`src/rtl/clk_prescaler.sv`:
```
module clk_prescaler #(
  parameter int HW = 5,
  parameter int LW = 3,
  parameter logic [HW-1:0] HI_RST = '0,
  parameter logic [LW-1:0] LO_RST = '0
) (
  input  logic          clk,
  input  logic          rst_n,
  input  logic          wr_en,
  input  logic [HW-1:0] wr_hi,
  input  logic [LW-1:0] wr_lo,
  input  logic          idle,
  output logic          qclk,
  output logic          qclk_en,
  output logic          wr_err
);

  localparam int CW = (HW > LW) ? HW : LW;

  logic [HW-1:0] hi_sh;
  logic [LW-1:0] lo_sh;
  logic [LW-1:0] lo_act;
  logic [CW-1:0] cnt;
  logic          zero;

  assign zero = (cnt == '0);

  always_ff @(posedge clk or negedge rst_n) begin
    if (!rst_n) begin
      hi_sh  <= HI_RST;
      lo_sh  <= LO_RST;
      wr_err <= 1'b0;
    end else if (wr_en) begin
      if (idle) begin
        hi_sh <= wr_hi;
        lo_sh <= wr_lo;
      end else begin
        wr_err <= 1'b1;
      end
    end
  end

  always_ff @(posedge clk or negedge rst_n) begin
    if (!rst_n) begin
      cnt     <= '0;
      qclk    <= 1'b0;
      qclk_en <= 1'b0;
      lo_act  <= LO_RST;
    end else begin
      qclk_en <= 1'b0;
      if (!zero) begin
        cnt <= cnt - 1'b1;
      end else if (qclk) begin
        qclk <= 1'b0;
        cnt  <= CW'(lo_act);
      end else begin
        qclk    <= 1'b1;
        qclk_en <= 1'b1;
        cnt     <= CW'(hi_sh);
        lo_act  <= lo_sh;
      end
    end
  end

  assert_en_marks_rise_R4: assert property (@(posedge clk) disable iff (!rst_n)
    qclk_en |-> (qclk && !$past(qclk)));

  assert_rise_has_en_R4: assert property (@(posedge clk) disable iff (!rst_n)
    $rose(qclk) |-> qclk_en);

  assert_high_ends_at_zero_R2: assert property (@(posedge clk) disable iff (!rst_n)
    (qclk && zero) |=> !qclk);

  assert_high_holds_R2: assert property (@(posedge clk) disable iff (!rst_n)
    (qclk && !zero) |=> qclk);

  assert_low_bounded_R3: assert property (@(posedge clk) disable iff (!rst_n)
    !qclk |-> (cnt <= CW'(lo_act)));

  assert_refused_write_R5: assert property (@(posedge clk) disable iff (!rst_n)
    (wr_en && !idle) |=> ($stable(hi_sh) && $stable(lo_sh) && wr_err));

  assert_err_sticky_R5: assert property (@(posedge clk) disable iff (!rst_n)
    wr_err |=> wr_err);

  assert_write_loads_R6: assert property (@(posedge clk) disable iff (!rst_n)
    (wr_en && idle) |=> (hi_sh == $past(wr_hi) && lo_sh == $past(wr_lo)));

endmodule

```
`config.mk`:
```
export PLATFORM = sky130hd
export DESIGN_NAME = clk_prescaler
export DESIGN_NICKNAME = d
export VERILOG_FILES = /design/src/rtl/clk_prescaler.sv
export SDC_FILE = /design/constraint.sdc
export NUM_CORES = 1
export LEC_CHECK = 0
export ABC_AREA = 1
export CAP_MARGIN = 15
export CELL_PAD_IN_SITES_DETAIL_PLACEMENT = 0
export CELL_PAD_IN_SITES_GLOBAL_PLACEMENT = 1
export CORE_MARGIN = 4
export CORE_UTILIZATION = 39
export CTS_BUF_LIST = sky130_fd_sc_hd__clkbuf_4
export DETAILED_ROUTE_END_ITERATION = 10
export PLACE_DENSITY = 0.77
export SYNTH_ARGS = -nofsm -noshare
export SYNTH_HDL_FRONTEND = slang
export SYNTH_SLANG_ARGS = --single-unit
```
`constraint.sdc`:
```
create_clock -name clk -period 1.7 [get_ports clk]
set_clock_uncertainty 0.2 [all_clocks]
set_input_delay 0.17 -clock clk [delete_from_list [all_inputs] [get_ports clk]]
set_output_delay 0.17 -clock clk [all_outputs]
set_load 0.005 [all_outputs]
```
==> impl_metrics.tcl <==
set metrics [dict create \
    port_buffers 14 \
    grt_max_degree 20 \
    ys_warn_count 0 \
    hpwlAfterDp_um 1210 \
    track_usage 0.133 \
    cap_violations 0 \
    gp_congestion 0.714 \
    clock_sink_count 19 \
    p_leak_uw 0.000546 \
    nets 132 \
    drc 0 \
    drt_iter0_drc 8 \
    path_max_fanout 7 \
    hold_viol_final 0 \
    post-route-cell-area_sq_um 1070 \
    startpoint_type "flop" \
    area_growth_pct 26.6 \
    die_y_um 54.6 \
    cts_tree "done" \
    tns_ns 0 \
    rsz0062_at_grt "no" \
    place_area_sq_um 1030 \
    avgSynthCellArea_sq_um 8.64 \
    htree_levels 1 \
    hold_class "input pin to flop" \
    crit_required_ns 1.33 \
    grt.overflow.total 0 \
    fmax_ghz 0.614 \
    cts_buffers 3 \
    ys_seq_area_frac 0.561 \
    worst_pin_slew_ns 0.253 \
    antenna_found_initial 0 \
    finalSetupViolCount 0 \
    grt_pass1_vias 677 \
    drtPass1Iterations 3 \
    period_share 0.958 \
    worstSkewPairLatency_ns 0.29 \
    slew_headroom 0.832 \
    drtAntennaViolNets 0 \
    syn_nets 111 \
    io_pins 15 \
    netlist_area_sq_um 847 \
    cts_setup_buffers 0 \
    cp_num_buf_inv 1 \
    critPathSlowestCell "clkdlybuf4s50_1" \
    critPathMaxStageDelay_ns 0.52 \
    layout_common_cells "nand2_1, dfrtp_1, clkdlybuf4s50_1" \
    slew_viol_final 0 \
    core_sq_um 2020 \
    vias 667 \
    yosysUniqueCellTypes 19 \
    fin_crit_ns 1.63 \
    viasPerCell 4.60 \
    drive_above_1_share 0.127 \
    die_w_um 54.6 \
    vdd_drop_max_mv 0.534 \
    die_area_sq_um 2980 \
    p_per_area_nw_per_um2 1350 \
    diodes 0 \
    routedWlPerCell_um 11.2 \
    routed_wirelength_um 1620 \
    clk_path_buf_depth 2 \
    cp_top_family "buffers and inverters" \
    crit_type "flop to output port" \
    initial_utilization 0.419 \
    netlist_instances 98 \
    synth_seq_cells 19 \
    crit_chain "clkdlybuf4s50_1" \
    cp_data_arrival_time_ns 1.26 \
    root_buffer "clkbuf_4" \
    status "finished clean" \
    grt_pass1_wl_um 2820 \
    endpoint_kind "output port" \
    rows 16 \
    layout_commonest_cell "nand2_1" \
    clk_pin_slew_ns 0.11 \
]
[logic make-up (layout without fill, tap and decap cells)]
family	count (synthesis)	count (layout)	share of synthesized area
AOI/OAI and AO/OA	8	8	0.0502
buffers and inverters	12	32	0.0561
adders and majority gates	1	1	0.0148
and+or+nand+nor	57	57	0.307
DFF	19	19	0.561
xor gates and xnor gates	1	1	0.0103
[through the flow]
step	util	worst slack (ns)	cells	total power, uW	hold slack, ns
global route	0.530	0.0143	145	1570	0.221
global placement	0.511	0.275	140	1220	0.255
detailed placement	0.511	0.250	140	1230	0.260
floorplan	-	0.411	98	1050	-0.326
finish	0.530	0.0720	145	1440	0.211
CTS	0.530	0.0460	145	1470	0.200
[cells in the mapped netlist]
cell / instances / share of area
nand4_1: 4 / 0.030
nand3_1: 10 / 0.059
inv_1: 9 / 0.040
nor2_1: 5 / 0.022
ha_1: 1 / 0.015
o21ai_1: 3 / 0.018
o21ai_0: 3 / 0.018
o21bai_1: 1 / 0.0089
nand2_1: 32 / 0.14
a21oi_1: 1 / 0.0059
or2_2: 2 / 0.015
nor2_2: 1 / 0.0074
nand3_2: 1 / 0.012
nor2_4: 1 / 0.013
dfrtp_1: 19 / 0.56
buf_2: 2 / 0.012
inv_2: 1 / 0.0044
nand2_2: 1 / 0.0074
xnor2_1: 1 / 0.010
[path summary, 6_finish.rpt]
path	start	endpoint	slack, ns	depth (start not counted)
min in group asynchronous	rst_n	qclk	0.54	3
setup / recovery	qclk	qclk	0.07	1
hold / removal	wr_lo[1]	lo_sh[1]	0.21	3
max in group asynchronous	rst_n	cnt[2]	0.54	3
hold reg to reg	hi_sh[4]	hi_sh[4]	0.29	2
setup reg to reg	cnt[0]	lo_act[2]	0.23	5
[metal layers]
| metal | GRT usage | share of wire |
|---|---|---|
| met1 | 0.161 | 0.49 |
| met2 | 0.220 | 0.46 |
| met3 | 0.0245 | 0.036 |
| met4 | 0.0747 | 0.011 |
| met5 | 0 | 0 |
[area by class of cell]
type                            count  area, sq um
Fill cell                         209          950
Multi-Input combinational cell     67          324
Inverter                           10         37.5
Sequential cell                    19          477
Clock buffer                        3         22.5
Clock inverter                      1         5.00
Timing Repair Buffer               18          173
Tap cell                           27         33.8
[state kept, by name, indices dropped and copies added (netlist names)]
register and cells:
cnt 5, hi_sh 5, lo_act 3, lo_sh 3, qclk 1, qclk_en 1
wr_err 1
[what timing repair did]
item,in CTS,in global routing
endpoints found under the setup margin,1,0
endpoints found under the hold margin,11,0
hold buffers,1,0
gates resized for setup,1,0
[power breakdown]
| group | internal [uW] | leakage (uW) | switching, uW |
|---|---|---|---|
| clock network | 87.5 | 0.0000177 | 136 |
| registers | 587 | 0.000230 | 109 |
| logic | 229 | 0.000298 | 295 |
No activity file was read; power rests on OpenSTA's default activity.
